File: src/rtl/xob_pkg.sv
package xob_pkg;
    typedef enum logic [1:0] {
        ST_BOOST  = 2'd0,
        ST_TAPER  = 2'd1,
        ST_STEADY = 2'd2
    } xob_state_e;
endpackage

File: src/rtl/xob_interval_timer.sv
module xob_interval_timer #(
    parameter int INTERVAL = 28,
    parameter int CW       = 5
) (
    input  logic clk,
    input  logic rst_n,
    input  logic run,
    output logic tick
);
    localparam logic [CW-1:0] LAST = CW'(INTERVAL - 1);

    logic [CW-1:0] cnt;

    assign tick = run && (cnt == LAST);

    always_ff @(posedge clk or negedge rst_n) begin
        if (!rst_n) begin
            cnt <= '0;
        end else if (run) begin
            if (cnt == LAST) begin
                cnt <= '0;
            end else begin
                cnt <= cnt + 1'b1;
            end
        end
    end

    // the interval count never passes its terminal value
    assert_cnt_range_R3: assert property (@(posedge clk) disable iff (!rst_n)
        cnt <= LAST);
endmodule

File: src/rtl/xob_leg_bank.sv
module xob_leg_bank #(
    parameter int NUM_LEGS = 5
) (
    input  logic                clk,
    input  logic                rst_n,
    input  logic                step,
    input  logic                kill,
    output logic [NUM_LEGS-1:0] en
);
    always_ff @(posedge clk or negedge rst_n) begin
        if (!rst_n) begin
            en <= '1;
        end else if (kill) begin
            en <= '0;
        end else if (step) begin
            en <= {en[NUM_LEGS-2:0], 1'b0};
        end
    end

    // disabled legs occupy a contiguous run from bit 0
    assert_thermo_R4: assert property (@(posedge clk) disable iff (!rst_n)
        (((~en) & ((~en) + 1'b1)) == '0));

    // a leg that is off never comes back without reset
    assert_no_reenable_R7: assert property (@(posedge clk) disable iff (!rst_n)
        1'b1 |=> ((en & ~$past(en)) == '0));
endmodule

File: src/rtl/xo_boost_seq.sv
module xo_boost_seq
    import xob_pkg::*;
#(
    parameter int NUM_LEGS = 5,
    parameter int INTERVAL = 28
) (
    input  logic                clk_osc,
    input  logic                por_n,
    input  logic                force_lp,
    output logic [NUM_LEGS-1:0] leg_en,
    output logic                steady_done
);
    localparam int RAW_W = $clog2(INTERVAL + 1);
    localparam int CW    = (RAW_W < 5) ? 5 : RAW_W;
    localparam logic [NUM_LEGS-1:0] ONE_LEFT = {1'b1, {(NUM_LEGS-1){1'b0}}};

    xob_state_e state, state_nx;
    logic tick, run, step, kill, last_leg;

    assign last_leg = (leg_en == ONE_LEFT);

    xob_interval_timer #(.INTERVAL(INTERVAL), .CW(CW)) u_timer (
        .clk   (clk_osc),
        .rst_n (por_n),
        .run   (run),
        .tick  (tick)
    );

    xob_leg_bank #(.NUM_LEGS(NUM_LEGS)) u_legs (
        .clk   (clk_osc),
        .rst_n (por_n),
        .step  (step),
        .kill  (kill),
        .en    (leg_en)
    );

    always_ff @(posedge clk_osc or negedge por_n) begin
        if (!por_n) begin
            state <= ST_BOOST;
        end else begin
            state <= state_nx;
        end
    end

    always_comb begin
        state_nx = state;
        unique case (state)
            ST_BOOST: begin
                if (force_lp)      state_nx = ST_STEADY;
                else if (tick)     state_nx = last_leg ? ST_STEADY : ST_TAPER;
            end
            ST_TAPER: begin
                if (force_lp)              state_nx = ST_STEADY;
                else if (tick && last_leg) state_nx = ST_STEADY;
            end
            ST_STEADY: state_nx = ST_STEADY;
            default:   state_nx = ST_STEADY;
        endcase
    end

    always_comb begin
        run         = 1'b0;
        step        = 1'b0;
        kill        = 1'b0;
        steady_done = 1'b0;
        unique case (state)
            ST_BOOST, ST_TAPER: begin
                run  = 1'b1;
                step = tick;
                kill = force_lp;
            end
            ST_STEADY: steady_done = 1'b1;
            default:   steady_done = 1'b1;
        endcase
    end

    // without the override at most one leg drops per edge
    assert_one_step_R5: assert property (@(posedge clk_osc) disable iff (!por_n)
        !force_lp |=> ($countones(leg_en) + 1 >= $countones($past(leg_en))));

    // the top leg falls only together with done
    assert_done_with_last_R6: assert property (@(posedge clk_osc) disable iff (!por_n)
        $fell(leg_en[NUM_LEGS-1]) |-> steady_done);

    // done is sticky and means no drive left
    assert_done_sticky_R7: assert property (@(posedge clk_osc) disable iff (!por_n)
        steady_done |=> (steady_done && leg_en == '0));

    // override empties the bank on the sampling edge
    assert_force_R8: assert property (@(posedge clk_osc) disable iff (!por_n)
        (force_lp && !steady_done) |=> (steady_done && leg_en == '0));
endmodule

File: config.mk
export PLATFORM = sky130hd
export DESIGN_NAME = xo_boost_seq
export DESIGN_NICKNAME = d
export VERILOG_FILES = /design/src/rtl/xob_pkg.sv /design/src/rtl/xob_interval_timer.sv /design/src/rtl/xob_leg_bank.sv /design/src/rtl/xo_boost_seq.sv
export SDC_FILE = /design/constraint.sdc
export NUM_CORES = 1
export LEC_CHECK = 0
export BUFFER_PORTS_ARGS = -buffer_cell sky130_fd_sc_hd__buf_2
export CAP_MARGIN = 20
export CELL_PAD_IN_SITES_DETAIL_PLACEMENT = 1
export CELL_PAD_IN_SITES_GLOBAL_PLACEMENT = 1
export CORE_MARGIN = 4
export CORE_UTILIZATION = 40
export CTS_CLUSTER_DIAMETER = 150
export DETAILED_ROUTE_END_ITERATION = 16
export HOLD_SLACK_MARGIN = 0.1
export PLACE_DENSITY = 0.68
export SLEW_MARGIN = 20
export SYNTH_ARGS = -nofsm -noshare
export SYNTH_HDL_FRONTEND = slang
export SYNTH_SLANG_ARGS = --single-unit
export TNS_END_PERCENT = 5
File: constraint.sdc
create_clock -name clk_osc -period 4.1 [get_ports clk_osc]
set_clock_uncertainty 0.15 [all_clocks]
set_input_delay 0.205 -clock clk_osc [delete_from_list [all_inputs] [get_ports clk_osc]]
set_output_delay 0.205 -clock clk_osc [all_outputs]
set_load 0.1 [all_outputs]
==> run_results.csv, run 1 <==
group,metric,value,unit
cts,cts_hold_buf,2,
placement,place_ws,2.50,ns
synthesis,synth_area,539,sq um
global_route,grt_pass1_vias,422,
global_route,grt.total_usage,11.9,%
finish,fillerInstances,141,
drt,wl_per_cell,14.1,um
worst_setup_path,crit_path_end_kind,"output pin",
sta,tightest_slew,0.493,ns
worst_setup_path,startpoint_type,"flip-flop",
cts,post_cts_resized,0,
synthesis,seq_area_frac_synth,52.2,%
drt,viasPerCell,5.14,
cts,cts_buffer_depth,2,
worst_setup_path,cp_max_fo,4,
global_route,grt_pass1_wl,1730,um
cts,clkLatencyLatePin,0.26,ns
synthesis,synth.area.top_cells,"dfrtp_1, dfstp_2, mux2i_1",
worst_setup_path,worst_path_dominant_cell_family,"flip-flops",
global_route,grt_antenna_before_repair,0,
worst_setup_path,cpMaxStageDelayCell,"dfstp_2",
drt,drc,0,
finish,antenna_cells,0,
drt,via_count,365,
sta,finalSetupViolations,0,
sta,fin_crit,1.60,ns
pwr,peakVddDrop,0.243,mV
finish,multi_input_area,244,sq um
drt,wirelength,1000,um
pwr,p_per_area,307,nW/um^2
synthesis,ys_warn_count,0,
finish,drive_gt1_share,42.1,%
finish,nNetsFinal,62,
drt,antenna_left,0,
cts,clkTransAtPathRegs,0.07,ns
cts,post_cts_buffers,0,
floorplanning,die_w,44.7,um
run_status,status,"finished, final reports clean",
drt,drt_first_pass_iters,2,
drt,drt_iter0_drc,7,
synthesis,synth-seq-cells,11,
synthesis,synth_area_leader_cell,"dfrtp_1",
cts,cts_tree,"done",
placement,io_buffer_count,8,
global_route,gr-total-overflow,0,
min_path,hold_path_class,"input port to async pin",
floorplanning,start_util,45.5,%
synthesis,syn_area_per_cell,12.3,sq um
sta,slew_headroom,67.4,%
synthesis,synth_nets,48,
floorplanning,core,1190,sq um
cts,cts_made_buffers,3,
cts,cts-root-buf,"clkbuf_4",
floorplanning,num_rows,12,
sta,finalSetupTns,0,ns
global_route,grt_max_degree,12,
cts,numClockSinks,11,
flow_run,drv_cap,0,
sta,grt_setup_unrepaired,"false",
floorplanning,dieArea,2000,sq um
synthesis,netlist.area_leader.share,27.8,%
worst_setup_path,required,3.74,ns
floorplanning,die_h,44.7,um
pwr,p_leak,0.294,nW
placement,gp_congestion,0.787,
sta,post-route-period-util,39.1,%
sta,fmax,0.624,GHz
worst_setup_path,worstSetupPathType,"flip-flop to output pin",
cts,h-tree-depth,1,
synthesis,synth.distinct_cells,24,
sta,slew_violations,0,
sta,finalHoldViolations,0,
placement,dp_hpwl,780,um
synthesis,syn_inst,44,
worst_setup_path,arrival,1.25,ns
worst_setup_path,path_cells,"buf_2",
worst_setup_path,path_buf_inv,1,
finish,seqCellArea,282,sq um
sta,setup_slack,2.50,ns
worst_setup_path,slowest_delay,0.56,ns
finish,area_growth,17.6,%
floorplanning,ios,9,
registers in the layout, indices dropped and copies added, names as in the netlist:
register     flops
u_legs.en        5
u_timer.cnt      5
state            1
power by group:
part / internal (mW) / switching [mW] / leakage, nW
sequential: 0.111 / 0.00257 / 0.127
combinational: 0.00496 / 0.00433 / 0.149
clock: 0.0360 / 0.0356 / 0.0177
total: 0.152 / 0.0425 / 0.294
routing by layer:
layer  vias to the layer above  wire [um]  share of wire [%]  track usage [%]
met4                         0          0                  0             3.61
li1                        176          -                  -                -
met1                       181        472                 47             13.5
met2                         8        478                 48             21.5
met5                         -          0                  0                0
met3                         0         53                5.3             3.19
layout by cell type, fill, tap and decap left out, drive strengths merged:
cell type	netlist	final
buf	0	8
nand2	6	6
dfrtp	6	6
dfstp	5	5
mux2i	4	4
nor2	3	3
clkbuf	0	3
nor3	2	2
dlygate4sd3	1	2
or2b	2	2
nand3b	1	1
nor3b	1	1
nand2b	1	1
o21ai	1	1
and4b	1	1
inv	1	1
or2	1	1
a41o	1	1
nand4b	1	1
xor2	1	1
and2b	1	1
xnor2	1	1
mux2	1	1
a21o	1	1
ha	1	1
clkinv	0	1
layout make-up:
cell class	instances	area share (%)
Timing Repair Buffer	10	9.47
Inverter	1	0.592
Clock inverter	1	0.789
Sequential cell	11	44.4
Tap cell	14	2.76
Clock buffer	3	3.55
Multi-Input combinational cell	31	38.5
cell families (layout without fill, tap and decap cells):
family                     after synthesis  after routing  share of synthesized area [%]
AOI/OAI and AO/OA                        3              3                           4.41
adders and majority gates                1              1                           2.32
xor gates and xnor gates                 2              2                           3.25
muxes                                    5              5                           9.51
DFF                                     11             11                           52.2
buffers and inverters                    2             15                           2.55
and+or+nand+nor                         20             20                           25.8
synthesized netlist by cell type, drive strengths merged:
cell type / number
nor2: 3
ha: 1
and2b: 1
inv: 1
nand3b: 1
dlygate4sd3: 1
nand2: 6
dfstp: 5
or2b: 2
xor2: 1
a41o: 1
mux2: 1
dfrtp: 6
nor3: 2
nand4b: 1
or2: 1
nor3b: 1
xnor2: 1
o21ai: 1
a21o: 1
mux2i: 4
nand2b: 1
and4b: 1
worst paths after layout:
path	endpoint	slack, ns	start	depth (start not counted)
min in group clk_osc	u_legs.en[0]	0.34	u_legs.en[0]	2
setup / recovery	leg_en[2]	2.50	u_legs.en[2]	1
setup reg to reg	u_legs.en[2]	2.50	u_timer.cnt[0]	4
hold reg to reg	u_legs.en[0]	0.34	u_legs.en[0]	2
max in group asynchronous	u_legs.en[3]	3.35	por_n	2
hold / removal	u_timer.cnt[2]	0.18	por_n	2
stage by stage:
stage                     util, %  hold WS [ns]  instance area [sq um]  instances  total power [mW]
after detailed placement     49.5       -0.0667                    587         65             0.124
final                        53.5         0.185                    634         71             0.195
after CTS                    53.5         0.181                    634         71             0.198
after floorplan                 -        -0.241                    539         44             0.120
after global routing         53.5         0.215                    634         71             0.204
after global placement       49.5       -0.0755                    587         65             0.123
Power figures use the tool's default switching activity.
==> run 2, diff against run 1 <==
- clock period: 4.1 -> 1.5 ns (I/O delays scaled with it)
==> run 2 against run 1 <==
Setup slack got worse by 2.5 ns. Critical path depth increased by 4. Largest power group unchanged. Via count increased by 2.7%. Critical endpoint is now u_legs.en[3].
==> run_results.csv, run 2 (synthesis results as in run 1) <==
group,metric,value,unit
worst_setup_path,reg2regPathDepth,5,
cts,cts_buffer_depth,2,
floorplanning,die_h,44.7,um
global_route,grt_pass1_vias,423,
cts,cts_made_buffers,3,
finish,seqCellArea,282,sq um
sta,whs,0.227,ns
cts,clkTransAtPathRegs,0.07,ns
floorplanning,die_w,44.7,um
finish,reg_top3,"u_legs.en x5, u_timer.cnt x5, state x1",
cts,numClockSinks,11,
worst_setup_path,required,1.54,ns
drt,drt_iter0_drc,7,
placement,gp_congestion,0.745,
finish,multi_input_area,260,sq um
worst_setup_path,cp_max_fo,6,
global_route,gr-total-overflow,0,
sta,post-route-period-util,97.5,%
cts,clkLatencyLatePin,0.26,ns
finish,drive_gt1_share,46.8,%
sta,fin_crit,1.46,ns
floorplanning,ios,9,
worst_setup_path,arrival,1.50,ns
worst_setup_path,path_buf_inv,1,
drt,antenna_left,0,
drt,via_count,375,
pwr,p_per_area,714,nW/um^2
drt,drt_first_pass_iters,2,
worst_setup_path,startpoint_type,"flip-flop",
finish,area_growth,42.5,%
sta,tightest_slew,0.483,ns
finish,nNetsFinal,67,
floorplanning,core,1190,sq um
worst_setup_path,slowest_delay,0.42,ns
sta,grt_setup_unrepaired,"true",
flow_run,drv_cap,0,
worst_setup_path,regToRegSetupSlack,0.04,ns
drt,viasPerCell,4.93,
sta,finalSetupViolations,0,
finish,antenna_cells,0,
worst_setup_path,path_cells,"ha_4, nand3b_4, nor3b_4, buf_6, mux2i_1",
finish,final_cell_mix,"nand2_1, dfrtp_1, buf_12, dfstp_2",
worst_setup_path,r2r_end,"u_legs.en[3]",
worst_setup_path,rr_startpoint,"u_timer.cnt[1]",
run_status,status,"finished, final reports clean",
placement,dp_hpwl,848,um
sta,fmax,0.684,GHz
global_route,grt_antenna_before_repair,0,
pwr,p_leak,0.330,nW
placement,io_buffer_count,8,
worst_setup_path,worst_path_dominant_cell_family,"flip-flops",
global_route,grt_pass1_wl,2080,um
worst_setup_path,cpMaxStageDelayCell,"dfrtp_1",
finish,fillerInstances,125,
worst_setup_path,crit_path_end_kind,"flip-flop",
global_route,grt.total_usage,14.5,%
floorplanning,start_util,45.5,%
floorplanning,num_rows,12,
sta,slew_violations,0,
pwr,peakVddDrop,0.538,mV
sta,finalSetupTns,0,ns
floorplanning,dieArea,2000,sq um
drt,wl_per_cell,15.3,um
worst_setup_path,worstSetupPathType,"flip-flop to flip-flop",
min_path,hold_path_class,"input port to async pin",
drt,wirelength,1160,um
cts,cts-root-buf,"clkbuf_4",
drt,drc,0,
cts,h-tree-depth,1,
sta,finalHoldViolations,0,
sta,slew_headroom,68.0,%
global_route,grt_max_degree,9,
cts,cts_tree,"done",
run 2: worst reg2reg max path, stage by stage, from the launching register on:
cell,delay (ns)
dfrtp_1,0.42
ha_4,0.18
nand3b_4,0.10
nor3b_4,0.19
buf_6,0.16
mux2i_1,0.20
run 2: worst max path at each step:
stage | to | cells after the start | start
after global placement | u_legs.en[3] | 5 | u_timer.cnt[0]
after floorplan | steady_done | 1 | state[1]
after detailed placement | u_legs.en[3] | 5 | u_timer.cnt[0]
after CTS | u_legs.en[3] | 5 | u_timer.cnt[1]
final | u_legs.en[3] | 5 | u_timer.cnt[1]
after global routing | u_legs.en[4] | 5 | u_timer.cnt[1]
run 2: timing repair:
action | CTS | global route
gates resized for setup | 2 | 2
setup endpoints to repair | 4 | 4
setup buffers | 1 | 1
hold buffers | 3 | 0
endpoints found under the hold margin | 13 | 0
run 2: cell type report:
type                       instances  share of cell area (%)
inverter                           1                   0.489
clock buffer                       4                    3.42
timing repair buffer              15                    23.3
multi-input combinational         31                    33.9
sequential                        11                    36.6
tap                               14                    2.28
run 2: power breakdown:
part	internal (mW)	switching (mW)	total [mW]
combinational	0.0231	0.0164	0.0395
clock	0.103	0.0936	0.196
sequential	0.304	0.00888	0.313
run 2: stage by stage:
step / instances / setup WS, ns / utilization (%) / power, mW / instance area [sq um]
after floorplan: 44 / 0.0245 / - / 0.327 / 539
after global placement: 67 / 0.0330 / 57.1 / 0.337 / 677
after detailed placement: 67 / -0.0492 / 57.1 / 0.339 / 677
after CTS: 75 / 0.0100 / 63.0 / 0.552 / 747
after global routing: 76 / -0.0579 / 64.8 / 0.584 / 768
final: 76 / 0.0374 / 64.8 / 0.549 / 768
run 2: routing by layer:
metal,track usage (%),up-vias,wire (um)
li1,-,186,-
met1,18.5,177,472
met2,23.2,10,611
met3,3.98,2,72
met4,5.42,0,6
met5,0,-,0
==> run 3, diff against run 2 <==
- CTS_BUF_LIST: not set -> sky130_fd_sc_hd__clkbuf_4
==> run 3 against run 2 <==
First-iteration DRC count down 29%. Non-clock buffer count unchanged. Wire length unchanged. Global-route usage up 0.25 points. Power up 3.3%. Utilization up 0.32 points. Flip-flop and latch count unchanged. Critical path type unchanged. Largest power group unchanged.
==> run_results.csv, run 3 (synthesis results as in run 1) <==
group,metric,value,unit
global_route,grt_pass1_wl,2130,um
sta,slew_headroom,68.0,%
drt,via_count,373,
floorplanning,start_util,45.5,%
cts,h-tree-depth,1,
sta,finalSetupViolations,0,
sta,post-route-period-util,97.6,%
pwr,p_sw,0.119,mW
drt,wirelength,1160,um
finish,drive_gt1_share,48.4,%
cts,cts_buffer_depth,2,
run_status,status,"finished, final reports clean",
cts,clkLatencyLatePin,0.26,ns
sta,fmax,0.683,GHz
floorplanning,num_rows,12,
finish,fillerInstances,124,
finish,reg_top3,"u_legs.en x5, u_timer.cnt x5, state x1",
pwr,power_frac_clock,37.8,%
cts,cts_made_buffers,3,
finish,final_cell_mix,"nand2_1, dfrtp_1, buf_12, dfstp_2, clkbuf_4",
sta,fin_crit,1.46,ns
drt,wl_met3,64,um
cts,numClockSinks,11,
worst_setup_path,reg2regPathDepth,5,
floorplanning,die_w,44.7,um
worst_setup_path,cp_max_fo,6,
global_route,grt_max_degree,9,
sta,finalHoldViolations,0,
floorplanning,core,1190,sq um
floorplanning,ios,9,
pwr,p_per_area,734,nW/um^2
worst_setup_path,required,1.54,ns
sta,grt_setup_unrepaired,"true",
sta,finalSetupTns,0,ns
placement,io_buffer_count,8,
pwr,p_leak,0.333,nW
min_path,hold_path_class,"input port to async pin",
flow_run,drv_cap,0,
cts,cts-root-buf,"clkbuf_4",
worst_setup_path,regToRegSetupSlack,0.04,ns
worst_setup_path,worstSetupPathType,"flip-flop to flip-flop",
drt,drt_first_pass_iters,3,
finish,multi_input_area,260,sq um
floorplanning,dieArea,2000,sq um
floorplanning,die_h,44.7,um
finish,antenna_cells,0,
worst_setup_path,r2r_end,"u_legs.en[3]",
pwr,seqPwrFrac,55.2,%
drt,antenna_left,0,
sta,tightest_slew,0.483,ns
global_route,grt_pass1_vias,437,
worst_setup_path,startpoint_type,"flip-flop",
pwr,peakVddDrop,0.533,mV
drt,drc,0,
worst_setup_path,crit_path_start,"u_timer.cnt[1]",
cts,clkTransAtPathRegs,0.07,ns
pwr,combPwrFrac,6.9,%
pwr,p_sw_share,20.9,%
placement,dp_hpwl,848,um
cts,cts_tree,"done",
drt,viasPerCell,4.91,
drt,drt_iter0_drc,5,
worst_setup_path,crit_path_end_kind,"flip-flop",
worst_setup_path,rr_startpoint,"u_timer.cnt[1]",
drt,highest_layer,"met4",
finish,seqCellArea,282,sq um
global_route,grt_antenna_before_repair,0,
worst_setup_path,arrival,1.50,ns
drt,wl_per_cell,15.3,um
drt,wl_met2,601,um
sta,slew_violations,0,
global_route,gr-total-overflow,0,
finish,nNetsFinal,67,
drt,drt-met1-wl,491,um
sta,whs,0.210,ns
global_route,grt.total_usage,14.7,%
finish,area_growth,43.2,%
pwr,intPower,0.448,mW
placement,gp_congestion,0.745,
run 3: routing by layer:
metal | GRT usage, % | up-vias
met2 | 24.1 | 10
met5 | 0 | -
met3 | 3.98 | 2
li1 | - | 186
met1 | 18.5 | 175
met4 | 5.42 | 0
run 3: stage by stage:
stage | instance area [sq um] | instances | utilization (%) | power [mW] | worst slack (ns)
after global placement | 677 | 67 | 57.1 | 0.337 | 0.0330
after global routing | 772 | 76 | 65.1 | 0.605 | -0.0551
final | 772 | 76 | 65.1 | 0.567 | 0.0363
after detailed placement | 677 | 67 | 57.1 | 0.339 | -0.0492
after floorplan | 539 | 44 | - | 0.327 | 0.0245
after CTS | 751 | 75 | 63.3 | 0.572 | 0.0100
run 3: critical path: stages (launching register included):
cell      delay, ns
dfrtp_1        0.42
ha_4           0.18
nand3b_4       0.10
nor3b_4        0.19
buf_6          0.16
mux2i_1        0.20
run 3: cell type report:
class | instances | area share (%)
Inverter | 1 | 0.486
Clock buffer | 4 | 3.89
Sequential cell | 11 | 36.5
Tap cell | 14 | 2.27
Multi-Input combinational cell | 31 | 33.7
Timing Repair Buffer | 15 | 23.2
run 3: worst max-delay path by stage:
stage | endpoint | slack, ns | cells after the start
2_1_floorplan | steady_done | 0.02 | 1
3_3_place_gp | u_legs.en[3] | 0.03 | 5
3_5_place_dp | u_legs.en[3] | -0.05 | 5
4_1_cts | u_legs.en[3] | 0.01 | 5
5_1_grt | u_legs.en[4] | -0.06 | 5
6_report | u_legs.en[3] | 0.04 | 5
run 3: what timing repair did:
action                                 4_1_cts  5_1_grt
buffers inserted                             1        1
endpoints found under the hold margin       13        0
setup endpoints to repair                    4        4
resized for setup                            2        2
hold buffers                                 3        0
run 3: power groups by stage:
stage	clock network [mW]	registers, mW	logic [mW]
2_1_floorplan	0	0.315	0.0123
3_3_place_gp	0	0.315	0.0211
3_5_place_dp	0	0.316	0.0229
4_1_cts	0.226	0.309	0.0366
5_1_grt	0.244	0.314	0.0462
6_report	0.214	0.313	0.0391
